`config.mk`:
```
export PLATFORM = sky130hd
export DESIGN_NAME = priv_region_decoder
export DESIGN_NICKNAME = d
export VERILOG_FILES = /design/src/rtl/priv_region_pkg.sv /design/src/rtl/priv_region_classify.sv /design/src/rtl/priv_region_ctl_bank.sv /design/src/rtl/priv_region_rdmux.sv /design/src/rtl/priv_region_decoder.sv
export SDC_FILE = /design/constraint.sdc
export NUM_CORES = 1
export LEC_CHECK = 0
export ABC_AREA = 1
export CAP_MARGIN = 20
export CORE_UTILIZATION = 36
export DETAILED_ROUTE_END_ITERATION = 10
export PLACE_DENSITY = 0.88
export SYNTH_ARGS = -nofsm -noshare
export SYNTH_HDL_FRONTEND = slang
export SYNTH_SLANG_ARGS = --single-unit
export TNS_END_PERCENT = 50
```
`constraint.sdc`:
```
create_clock -name clk -period 3.29 [get_ports clk]
set_clock_uncertainty 0.2 [all_clocks]
set_input_delay 0.4935 -clock clk [delete_from_list [all_inputs] [get_ports clk]]
set_output_delay 0.4935 -clock clk [all_outputs]
set_load 0.1 [all_outputs]
```
`src/rtl/priv_region_pkg.sv`:
```
package priv_region_pkg;

    localparam int OFF_W     = 12;
    localparam int DATA_W    = 32;
    localparam int MAX_CPU   = 4;
    localparam int CPU_W     = $clog2(MAX_CPU);
    localparam int TIDX_W    = CPU_W + 1;
    localparam int LOC_W     = 8;
    localparam int TOFF_W    = 4;
    localparam int PPI_W     = 5;
    localparam int PPI_TIMER = 29;
    localparam int PPI_WDOG  = 30;
    localparam int WDOG_BIT  = 5;
    localparam int PAGE_LSB  = 8;

    typedef enum logic [2:0] {
        RG_CTL,
        RG_ICU_SELF,
        RG_ICU_BANK,
        RG_TMR_SELF,
        RG_TMR_BANK,
        RG_NONE
    } region_e;

    typedef enum logic [1:0] {
        SRC_ZERO,
        SRC_CTL,
        SRC_ICU,
        SRC_TMR
    } src_e;

    typedef enum logic {
        ST_IDLE,
        ST_ISSUE
    } state_e;

endpackage

```
`src/rtl/priv_region_classify.sv`:
```
module priv_region_classify
    import priv_region_pkg::*;
#(
    parameter int NUM_CPU = 4
) (
    input  logic [OFF_W-1:0] off,
    input  logic [CPU_W-1:0] req_cpu,
    output region_e          region,
    output logic [CPU_W-1:0] cpu,
    output logic             in_range
);

    localparam logic [OFF_W-1:0] ICU_SELF_BASE = 12'h100;
    localparam logic [OFF_W-1:0] ICU_BANK_BASE = 12'h200;
    localparam logic [OFF_W-1:0] TMR_SELF_BASE = 12'h600;
    localparam logic [OFF_W-1:0] TMR_BANK_BASE = 12'h700;
    localparam logic [OFF_W-1:0] REGION_LIMIT  = 12'hB00;

    logic [OFF_W-1:0] icu_rel;
    logic [OFF_W-1:0] tmr_rel;

    assign icu_rel = off - ICU_BANK_BASE;
    assign tmr_rel = off - TMR_BANK_BASE;

    always_comb begin
        region = RG_NONE;
        cpu    = req_cpu;
        if (off < ICU_SELF_BASE) begin
            region = RG_CTL;
        end else if (off < ICU_BANK_BASE) begin
            region = RG_ICU_SELF;
        end else if (off < TMR_SELF_BASE) begin
            region = RG_ICU_BANK;
            cpu    = CPU_W'(icu_rel >> PAGE_LSB);
        end else if (off < TMR_BANK_BASE) begin
            region = RG_TMR_SELF;
        end else if (off < REGION_LIMIT) begin
            region = RG_TMR_BANK;
            cpu    = CPU_W'(tmr_rel >> PAGE_LSB);
        end
    end

    assign in_range = int'(cpu) < NUM_CPU;

endmodule

```
`src/rtl/priv_region_ctl_bank.sv`:
```
module priv_region_ctl_bank
    import priv_region_pkg::*;
#(
    parameter int NUM_CPU = 4
) (
    input  logic              clk,
    input  logic              rst_n,
    input  logic              acc,
    input  logic              wr,
    input  logic [LOC_W-1:0]  off,
    input  logic              wbit,
    output logic [DATA_W-1:0] rdata,
    output logic              bad
);

    localparam logic [LOC_W-1:0] CTL_OFF = 8'h00;
    localparam logic [LOC_W-1:0] CFG_OFF = 8'h04;
    localparam logic [LOC_W-1:0] STS_OFF = 8'h08;
    localparam logic [LOC_W-1:0] INV_OFF = 8'h0C;
    localparam int               MASK_LSB = 4;
    localparam logic [DATA_W-1:0] CFG_VAL =
        DATA_W'(((1 << NUM_CPU) - 1) << MASK_LSB) | DATA_W'(NUM_CPU - 1);

    logic ctl_q;

    always_ff @(posedge clk or negedge rst_n) begin
        if (!rst_n) begin
            ctl_q <= 1'b0;
        end else if (acc && wr && off == CTL_OFF) begin
            ctl_q <= wbit;
        end
    end

    always_comb begin
        rdata = '0;
        bad   = 1'b0;
        unique case (off)
            CTL_OFF: rdata = DATA_W'(ctl_q);
            CFG_OFF: begin
                rdata = CFG_VAL;
                bad   = wr;
            end
            STS_OFF: bad = wr;
            INV_OFF: bad = 1'b0;
            default: bad = 1'b1;
        endcase
    end

endmodule

```
`src/rtl/priv_region_rdmux.sv`:
```
module priv_region_rdmux
    import priv_region_pkg::*;
(
    input  src_e              src,
    input  logic [DATA_W-1:0] ctl_data,
    input  logic [DATA_W-1:0] icu_data,
    input  logic [DATA_W-1:0] tmr_data,
    output logic [DATA_W-1:0] rdata
);

    always_comb begin
        unique case (src)
            SRC_CTL:  rdata = ctl_data;
            SRC_ICU:  rdata = icu_data;
            SRC_TMR:  rdata = tmr_data;
            default:  rdata = '0;
        endcase
    end

endmodule

```
`src/rtl/priv_region_decoder.sv`:
```
module priv_region_decoder
    import priv_region_pkg::*;
#(
    parameter int ADDR_W  = 32,
    parameter int NUM_CPU = 4
) (
    input  logic              clk,
    input  logic              rst_n,
    input  logic              req_vld,
    input  logic              req_wr,
    input  logic [ADDR_W-1:0] req_addr,
    input  logic [DATA_W-1:0] req_wdata,
    input  logic [CPU_W-1:0]  req_cpu,
    output logic              gic_sel,
    output logic              gic_wr,
    output logic [CPU_W-1:0]  gic_cpu,
    output logic [LOC_W-1:0]  gic_off,
    input  logic [DATA_W-1:0] gic_rdata,
    output logic              tmr_sel,
    output logic              tmr_wr,
    output logic [TIDX_W-1:0] tmr_idx,
    output logic [TOFF_W-1:0] tmr_off,
    output logic [PPI_W-1:0]  tmr_ppi,
    input  logic [DATA_W-1:0] tmr_rdata,
    output logic [DATA_W-1:0] tgt_wdata,
    output logic              rsp_vld,
    output logic              rsp_err,
    output logic [DATA_W-1:0] rsp_rdata
);

    state_e            state_q;
    state_e            state_d;
    logic [OFF_W-1:0]  stg_off;
    logic              stg_wr;
    logic [DATA_W-1:0] stg_wdata;
    logic [CPU_W-1:0]  stg_cpu;

    region_e           region;
    logic [CPU_W-1:0]  cls_cpu;
    logic              cls_in_range;
    logic              ctl_acc;
    logic [DATA_W-1:0] ctl_rdata;
    logic              ctl_bad;
    src_e              src;

    logic              unused_addr_hi;
    assign unused_addr_hi = ^req_addr[ADDR_W-1:OFF_W];

    // Request stage capture
    always_ff @(posedge clk or negedge rst_n) begin
        if (!rst_n) begin
            stg_off   <= '0;
            stg_wr    <= 1'b0;
            stg_wdata <= '0;
            stg_cpu   <= '0;
        end else if (req_vld) begin
            stg_off   <= req_addr[OFF_W-1:0];
            stg_wr    <= req_wr;
            stg_wdata <= req_wdata;
            stg_cpu   <= req_cpu;
        end
    end

    // State register
    always_ff @(posedge clk or negedge rst_n) begin
        if (!rst_n) begin
            state_q <= ST_IDLE;
        end else begin
            state_q <= state_d;
        end
    end

    // Next-state logic
    always_comb begin
        state_d = state_q;
        unique case (state_q)
            ST_IDLE:  state_d = req_vld ? ST_ISSUE : ST_IDLE;
            ST_ISSUE: state_d = req_vld ? ST_ISSUE : ST_IDLE;
            default:  state_d = ST_IDLE;
        endcase
    end

    priv_region_classify #(
        .NUM_CPU (NUM_CPU)
    ) u_classify (
        .off      (stg_off),
        .req_cpu  (stg_cpu),
        .region   (region),
        .cpu      (cls_cpu),
        .in_range (cls_in_range)
    );

    priv_region_ctl_bank #(
        .NUM_CPU (NUM_CPU)
    ) u_ctl_bank (
        .clk   (clk),
        .rst_n (rst_n),
        .acc   (ctl_acc),
        .wr    (stg_wr),
        .off   (stg_off[LOC_W-1:0]),
        .wbit  (stg_wdata[0]),
        .rdata (ctl_rdata),
        .bad   (ctl_bad)
    );

    // Output logic
    always_comb begin
        rsp_vld = 1'b0;
        rsp_err = 1'b0;
        gic_sel = 1'b0;
        gic_wr  = 1'b0;
        tmr_sel = 1'b0;
        tmr_wr  = 1'b0;
        ctl_acc = 1'b0;
        src     = SRC_ZERO;
        unique case (state_q)
            ST_IDLE: begin
                rsp_vld = 1'b0;
            end
            ST_ISSUE: begin
                rsp_vld = 1'b1;
                unique case (region)
                    RG_CTL: begin
                        ctl_acc = 1'b1;
                        rsp_err = ctl_bad;
                        src     = (ctl_bad || stg_wr) ? SRC_ZERO : SRC_CTL;
                    end
                    RG_ICU_SELF, RG_ICU_BANK: begin
                        if (cls_in_range) begin
                            gic_sel = 1'b1;
                            gic_wr  = stg_wr;
                            src     = stg_wr ? SRC_ZERO : SRC_ICU;
                        end
                    end
                    RG_TMR_SELF, RG_TMR_BANK: begin
                        if (cls_in_range) begin
                            tmr_sel = 1'b1;
                            tmr_wr  = stg_wr;
                            src     = stg_wr ? SRC_ZERO : SRC_TMR;
                        end
                    end
                    default: begin
                        rsp_err = 1'b1;
                    end
                endcase
            end
            default: begin
                rsp_vld = 1'b0;
            end
        endcase
    end

    assign gic_cpu   = cls_cpu;
    assign gic_off   = stg_off[LOC_W-1:0];
    assign tmr_idx   = {cls_cpu, stg_off[WDOG_BIT]};
    assign tmr_off   = stg_off[TOFF_W-1:0];
    assign tmr_ppi   = stg_off[WDOG_BIT] ? PPI_W'(PPI_WDOG) : PPI_W'(PPI_TIMER);
    assign tgt_wdata = stg_wdata;

    priv_region_rdmux u_rdmux (
        .src      (src),
        .ctl_data (ctl_rdata),
        .icu_data (gic_rdata),
        .tmr_data (tmr_rdata),
        .rdata    (rsp_rdata)
    );

endmodule

```
Word-level counts from Yosys, hierarchy flattened
Index checks and enable logic that the tools add are counted.

word-level totals
  input bits = 134
  flip-flop bits (word level) = 49
  word-level logic and storage cells = 67
  output and inout port bits = 92

cells by class
  magnitude comparators = 5
  add/subtract/negate cells = 2
  reduce and logical (&&, ||, !) cells = 10
  bitwise operators = 1
  equality and inequality tests = 10
  multiplexer cells = 33

operator list
  cell                    count
  $pmux 32 s3             1
  $lt 12x11->1 const B    2
  $sub 10x10->10 const B  2
  $mux 2                  9
  $eq 8x4->1 const B      2
  $pmux 8 s2              1
  $mux 1                  14
  $lt 12x10->1 const B    1
  $lt 12x12->1 const B    1
  $lt 12x9->1 const B     1
  $mux 3                  4
  $eq 8x3->1 const B      1
  $logic_not 8->1         1
  $reduce_or 2->1         4
  $eq 3x2->1 const B      2
  $pmux 1 s2              3
  $pmux 2 s3              1
  $eq 2x2->1 const B      2
  $reduce_or 4->1         1
  $eq 3x1->1 const B      1
  $eq 3x3->1 const B      1
  $logic_not 3->1         1
  $eq 2x1->1 const B      1
  $logic_and 1x1->1       2
  other kinds (2)         2

Longest topological paths before layout
Gate-level depths: netlist of the first run.

  depth after elaboration = 12
  depth in mapped cells = 10
  mapped depth without buffers = 9

Hierarchy
Synthesis of the first run repeated with hierarchy kept, for this count alone.

second synthesis, totals
  cells, all modules = 400
  area, all modules = 3495.9 um^2

modules (own cells, without submodules)
  module                area an instance (um^2)  cells an instance  instances  seq. area each (um^2)
  priv_region_decoder   2057.0                   150                1          1201.2
  priv_region_rdmux     862.1                    150                1          0.0
  priv_region_ctl_bank  359.1                    56                 1          25.0
  priv_region_classify  217.7                    44                 1          0.0

Worst setup path after synthesis of the first run
Ideal clock, no wire load.

  path type = reg-to-output
  from = register stg_off[8]
  to = output port tmr_idx[2]
  required time = 2.596 ns
  cell stages (with the launch flop) = 8
  setup slack = -1.059 ns
  arrival = 3.655 ns
  buffers on the path = 1
  cells stage by stage = dfrtp_1 > inv_1 > ha_1 > inv_1 > a21oi_1 > a21oi_1 > o21ai_0 > buf_4

between the ends
  word-level cells in the longest chain between the ends = 6
  elaborated cells on any way between the ends = 12
  classes of those cells = add/sub (2); order compare (5); mux (5)

RTL lines
  item                                                   RTL line                                                source
  start, declared                                        priv_region_decoder.sv:33                               logic [OFF_W-1:0] stg_off;
  start signal, assigned                                 priv_region_decoder.sv:57                               stg_off <= req_addr[OFF_W-1:0];
  $sub 10x10->10 / $lt 12x12->1 (equally long branches)  priv_region_classify.sv:23, priv_region_classify.sv:37
  $mux 2                                                 priv_region_classify.sv:37                              end else if (off < REGION_LIMIT) begin
  $mux 2                                                 priv_region_classify.sv:35                              end else if (off < TMR_BANK_BASE) begin
  $mux 2                                                 priv_region_classify.sv:32                              end else if (off < TMR_SELF_BASE) begin
  $mux 2                                                 priv_region_classify.sv:30                              end else if (off < ICU_BANK_BASE) begin
  $mux 2 (*)                                             priv_region_classify.sv:28                              if (off < ICU_SELF_BASE) begin
  end, declared                                          priv_region_decoder.sv:21                               output logic [TIDX_W-1:0] tmr_idx,

Every way passes the cells marked *; elsewhere a longest branch is shown, timed or not.

Final worst setup path of the first run
  from = register stg_off[8]
  to = output port rsp_rdata[2]

between the ends
  word-level cells in the longest chain between the ends = 12
  elaborated cells on any way between the ends = 23
  classes of those cells = order compare (5); eq/ne (7); mux (8); reduce/logical (3)

RTL lines
  item                                             RTL line                    source
  $lt 12x12->1                                     priv_region_classify.sv:37
  $mux 1                                           priv_region_classify.sv:37
  $mux 3                                           priv_region_classify.sv:35
  $mux 3                                           priv_region_classify.sv:32
  $mux 3                                           priv_region_classify.sv:30
  $mux 3 (*)                                       priv_region_classify.sv:28
  $eq 3x2->1 (tied with other cells)               priv_region_decoder.sv:122  unique case (region)
  $reduce_or 2->1                                  priv_region_decoder.sv:122
  $pmux 2 s3 (*)                                   priv_region_decoder.sv:122
  $mux 2 (*)                                       priv_region_decoder.sv:116  unique case (state_q)
  $eq 2x2->1 / $eq 2x1->1 (equally long branches)  priv_region_rdmux.sv:12     unique case (src)
  $pmux 32 s3 (*)                                  priv_region_rdmux.sv:12
  end, declared                                    priv_region_decoder.sv:28   output logic [DATA_W-1:0] rsp_rdata

Marks and branches as above.

==> results of run 1 <==
## synthesized netlist by cell type
library cell	instances	area [sq um]
nand2_1	79	297
clkbuf_1	3	11.3
buf_6	2	22.5
buf_2	6	30.0
dfrtp_1	49	1230
o21ai_0	16	80.1
nor2_1	12	45.0
nand2_2	1	6.26
nand3_1	39	195
and3_1	1	6.26
inv_1	15	56.3
nand4_1	10	62.6
a21oi_1	3	15.0
ha_1	2	25.0
nand3_4	1	17.5
nor2_4	1	11.3
nor2_2	1	6.26
buf_4	24	180
mux2_2	37	417
conb_1	1	3.75
o21ai_2	2	17.5
inv_2	3	11.3
nor2_8	1	20.0
nand3_2	1	10.0
nand2_4	1	11.3
## worst max-delay path by stage
stage                     slack [ns]        from            end  cells past startpoint
after global routing          0.0006  stg_off[8]  rsp_rdata[24]                      9
final                           0.19  stg_off[8]   rsp_rdata[2]                     10
after global placement          0.53  stg_off[9]   rsp_rdata[8]                      9
after floorplan                 0.17     state_q  rsp_rdata[10]                      7
after detailed placement        0.48  stg_off[8]  rsp_rdata[24]                      9
after CTS                       0.15  stg_off[8]  rsp_rdata[24]                      9
## layout make-up
| type | count | area share |
|---|---|---|
| clock inverters | 1 | 0.00595 |
| repair buffers | 209 | 0.447 |
| clock buffers | 7 | 0.0171 |
| well taps | 99 | 0.0245 |
| flip-flops and latches | 49 | 0.243 |
| multi-input cells | 211 | 0.249 |
| inverters | 18 | 0.0134 |
## routing by layer
layer,GRT usage,vias up
met5,0,-
li1,-,1368
met4,0.0793,0
met3,0.0838,17
met2,0.456,163
met1,0.232,1345
## worst reg2reg max path: stages, from the launching register on
cell	delay, ns
dfrtp_1	0.42
inv_1	0.11
ha_1	0.16
inv_1	0.08
nor2_2	0.20
nand4_1	0.14
nand2_1	0.07
o21ai_0	0.07
## cells by family after synthesis
logic type / count (synthesis)
compound gates: 21
flops: 49
mux: 37
buf+inv: 53
fa+ha+maj: 2
simple gates: 148
other cells: 1
## report_power, final
group	total (mW)	switching, mW	leakage [nW]	internal (mW)
Sequential	0.701	0.0420	0.580	0.659
Clock	0.439	0.191	0.0585	0.248
Combinational	1.49	1.06	1.69	0.429
Total	2.63	1.29	2.33	1.34
## flip-flops by register name, indices dropped and copies added (netlist names)
register          cells
stg_cpu               2
stg_off              12
stg_wr                1
state_q               1
tgt_wdata            32
u_ctl_bank.ctl_q      1
## timing repair
action,in CTS,in global routing
hold endpoints to repair,0,1
hold buffers,0,1
endpoints found under the setup margin,0,3
## metrics by stage
step | power (mW) | setup slack (ns) | util | instance area (sq um) | hold slack [ns]
final | 2.63 | 0.194 | 0.685 | 5050 | 0.315
after global routing | 2.72 | 0.000559 | 0.685 | 5050 | 0.334
after CTS | 2.65 | 0.150 | 0.681 | 5020 | 0.223
after detailed placement | 2.20 | 0.484 | 0.665 | 4900 | 0.298
after global placement | 2.18 | 0.535 | 0.665 | 4900 | 0.270
after floorplan | 1.76 | 0.171 | - | 2800 | -0.00209
==> flow_metrics.tcl, run 1 <==
set metrics [dict create \
    synth_fa_ha_area_frac 0.00899 \
    slowest_delay_ns 0.42 \
    synth_simple_gate_area_frac 0.247 \
    dieArea_sq_um 8090 \
    dr_wl_met3_microns 991 \
    via_per_inst 4.87 \
    cap_violations 0 \
    cts_tree "yes" \
    path_class "reg -> out" \
    r2r-end "u_ctl_bank.ctl_q" \
    clk_latency_ns 0.29 \
    clk_pin_slew_ns 0.08 \
    power.density_nw_per_um2 521 \
    synth_seq_cells 49 \
    outcome "finished clean" \
    htree_num_levels 2 \
    min_to "u_ctl_bank.ctl_q" \
    report.final.hold_viol_count 0 \
    syn_inst 311 \
    layout_commonest_cell "clkdlybuf4s50_1" \
    yosysSeqAreaShare 0.440 \
    slew_headroom 0.364 \
    postCtsResizedCells 0 \
    place_congestion 0.860 \
    vias 2893 \
    ant_nets 0 \
    first_pass_iters 4 \
    overflow 0 \
    max-vdd-ir-drop_v 0.000360 \
    cts_made_buffers 5 \
    hp-class "reg -> reg" \
    port-buffer-count 202 \
    seqCellArea_sq_um 1230 \
    fin_cells 594 \
    ys_types 25 \
    synth_area_per_cell_sq_um 8.95 \
    fillers 572 \
    cp-end-kind "output pin" \
    cpMostUsedCell "inv_1" \
    postCtsSetupBuffers 0 \
    slew_viol_final 0 \
    core_area_sq_um 7370 \
    worst_pin_slew_ns 0.954 \
    ios 226 \
    layout_common_cells "clkdlybuf4s50_1 (111), nand2_1 (79), buf_4 (62)" \
    hp-start "u_ctl_bank.ctl_q" \
    nets 630 \
    worst-path-buf-inv 4 \
    tns_ns 0 \
    dr.first_iter.drc_count 78 \
    antenna_cells 0 \
    yosysWarnings 0 \
    dp_cells 584 \
    cp_cell_sequence "inv_1 -> ha_1 -> inv_1 -> nor2_2 -> nand3_4 -> nand2_4 -> buf_4 -> nand3_1 -> nand2_1 -> buf_12" \
    synth-xor-area-share 0 \
    grt_pass1_wl_microns 15100 \
    synthMuxAreaShare 0.150 \
    regToRegSetupSlack_ns 1.72 \
    reg2reg_depth 7 \
    r2r_start "stg_off[8]" \
    fin_crit_sh 0.941 \
    arrival_ns 2.40 \
    antenna_found_initial 0 \
    synth_compound_area_frac 0.0404 \
    met2_length_microns 5040 \
    wl_met1_microns 3330 \
    grt_max_degree 50 \
    clock_path_buffers 2 \
    required_ns 2.60 \
    clock_sinks 49 \
    cp_max_fo 21 \
    min_path_cells 2 \
    multi_input_area_sq_um 1260 \
    clock-root-buffer "clkbuf_8" \
    fp.dieH_microns 89.9 \
    initial_core_util 0.378 \
    syn2layout_area_growth_pct 81.3 \
    cpLargestDelayFamily "simple AND/OR/NAND/NOR gates" \
    clock.fmax_mhz 323 \
    wirelength_microns 9610 \
    drive_above_1_share 0.311 \
    period_minus_slack_ns 3.10 \
    synth_top_family_by_area "simple AND/OR/NAND/NOR gates" \
    drc 0 \
    cellLeakagePower_nw 2.33 \
    synth.cell_area_sq_um 2780 \
    grt_pass1_vias 3033 \
    critPathLaunchType "flip-flop" \
    hpwl_microns 7800 \
    std_cell_rows 31 \
    finalSetupViolCount 0 \
    route.detailed.wl_per_inst_microns 16.2 \
    rsz0062_at_grt "false" \
    grt_usage 0.236 \
    dieWidth_microns 89.9 \
    critPathSlowestCell "dfrtp_1" \
    highest_layer "met4" \
]
(Power assumes the default switching activity.)
==> inputs of run 2 (changes only) <==
Settings changed: SLEW_MARGIN from default to 10.
==> results of run 2 <==
Final layout, timing and power as in run 1 (identical DEF).
==> inputs of run 3 (changes only) <==
Settings changed: CORE_UTILIZATION 36 to 30, PLACE_DENSITY 0.88 to 0.78, SKIP_CTS_REPAIR_TIMING from default to 1.
Clock period 3.29 ns to 2.5 ns, I/O delays scaled along.
==> flow_metrics.tcl, run 3 (synthesis results as in run 1) <==
set metrics [dict create \
    hp-class "in -> reg" \
    hpwl_microns 7600 \
    hold_ws_ns 0.239 \
    dp_slack_ns 0.0186 \
    clock_path_buffers 2 \
    cellLeakagePower_nw 2.49 \
    overflow 0 \
    required_ns 1.92 \
    syn2layout_area_growth_pct 99.0 \
    dieArea_sq_um 9670 \
    cp-end-kind "output pin" \
    wirelength_microns 9750 \
    clock_sinks 49 \
    slew_viol_final 0 \
    period_minus_slack_ns 2.68 \
    clk_latency_ns 0.29 \
    clock-root-buffer "clkbuf_8" \
    arrival_ns 2.10 \
    rsz0062_at_grt "true" \
    outcome "finished with violations" \
    fp.dieH_microns 98.3 \
    finalSetupViolCount 36 \
    first_pass_iters 9 \
    layout_commonest_cell "clkdlybuf4s50_1" \
    core_area_sq_um 8850 \
    violations "design-rule violations, negative setup slack" \
    max-vdd-ir-drop_v 0.000488 \
    fin_util 0.626 \
    power.density_nw_per_um2 645 \
    grt_pass1_vias 2968 \
    nets 645 \
    setup_ws_ns -0.175 \
    worst_pin_slew_ns 0.602 \
    multi_input_area_sq_um 1450 \
    cp_cell_sequence "ha_2 -> o21ai_4 -> o21ai_4 -> nor2_4 -> inv_4 -> nor2_4 -> clkbuf_16 -> nand2_1 -> nand2_2 -> buf_12" \
    ios 226 \
    place_congestion 0.846 \
    cp_max_fo 5 \
    cpLargestDelayFamily "simple AND/OR/NAND/NOR gates" \
    ant_nets 0 \
    slew_headroom 0.598 \
    worst-path-buf-inv 3 \
    initial_core_util 0.315 \
    dieWidth_microns 98.3 \
    route.detailed.wl_per_inst_microns 15.7 \
    via_per_inst 4.80 \
    std_cell_rows 34 \
    fin_crit_sh 1.07 \
    largest_register_ffs 32 \
    htree_num_levels 2 \
    vias 2971 \
    cap_violations 0 \
    grt_pass1_wl_microns 14400 \
    drive_above_1_share 0.418 \
    port-buffer-count 202 \
    critPathLaunchType "flip-flop" \
    slowest_delay_ns 0.41 \
    fillers 725 \
    critPathSlowestCell "dfrtp_1" \
    path_class "reg -> out" \
    dr.first_iter.drc_count 89 \
    grt_usage 0.188 \
    clock.fmax_mhz 374 \
    clk_pin_slew_ns 0.08 \
    drc 17 \
    cts_made_buffers 5 \
    layout_common_cells "clkdlybuf4s50_1 (111), buf_4 (59), dfrtp_1 (48)" \
    report.final.hold_viol_count 0 \
    seqCellArea_sq_um 1230 \
    grt_max_degree 39 \
    cts_tree "yes" \
    antenna_found_initial 1 \
]
-- run 3: final cells by class --
| type | count | area share |
|---|---|---|
| repair buffers | 223 | 0.460 |
| clock buffers | 7 | 0.0174 |
| clock inverters | 1 | 0.00158 |
| flip-flops and latches | 49 | 0.222 |
| well taps | 108 | 0.0244 |
| inverters | 18 | 0.0126 |
| multi-input cells | 212 | 0.262 |
| diodes | 1 | 0.000452 |
-- run 3: power breakdown --
| group | internal, mW | leakage, nW | total [mW] | switching, mW |
|---|---|---|---|---|
| sequential | 0.867 | 0.579 | 0.924 | 0.0565 |
| clock | 0.256 | 0.0549 | 0.514 | 0.258 |
| combinational | 0.687 | 1.85 | 2.13 | 1.45 |
| total | 1.81 | 2.49 | 3.57 | 1.76 |
-- run 3: final timing paths --
kind / from / to / slack (ns) / cells after the start
max in group asynchronous: rst_n / state_q / 1.13 / 3
hold / removal: req_vld / state_q / 0.24 / 1
setup reg to reg: stg_off[8] / u_ctl_bank.ctl_q / 1.06 / 7
min in group asynchronous: rst_n / tgt_wdata[24] / 0.41 / 2
hold reg to reg: u_ctl_bank.ctl_q / u_ctl_bank.ctl_q / 0.30 / 2
setup / recovery: stg_off[8] / rsp_rdata[10] / -0.18 / 10
-- run 3: worst register-to-register path, delay by kind of cell, from the launching register on --
family | cells | cell delay [ns]
flip-flops | 1 | 0.41
AND/OR/NAND/NOR | 3 | 0.34
buffers and inverters | 2 | 0.17
adder cells (fa/ha/maj) | 1 | 0.16
AO/OA/AOI/OAI | 1 | 0.07
-- run 3: per-layer routing --
layer / up-vias / wire length, microns / global-route usage
li1: 1409 / - / -
met1: 1409 / 3380 / 0.193
met2: 139 / 5380 / 0.368
met3: 14 / 749 / 0.0480
met4: 0 / 235 / 0.0643
met5: - / 0 / 0
-- run 3: through the flow --
| step | cell area, sq um | cells | total power [mW] | TNS [ns] |
|---|---|---|---|---|
| after global routing | 5540 | 619 | 3.71 | -7.71 |
| after CTS | 5260 | 607 | 3.51 | -8.14 |
| after global placement | 5150 | 599 | 2.96 | 0 |
| final | 5540 | 619 | 3.57 | -3.91 |
| after floorplan | 2840 | 313 | 2.32 | -3.38 |
| after detailed placement | 5150 | 599 | 2.99 | 0 |
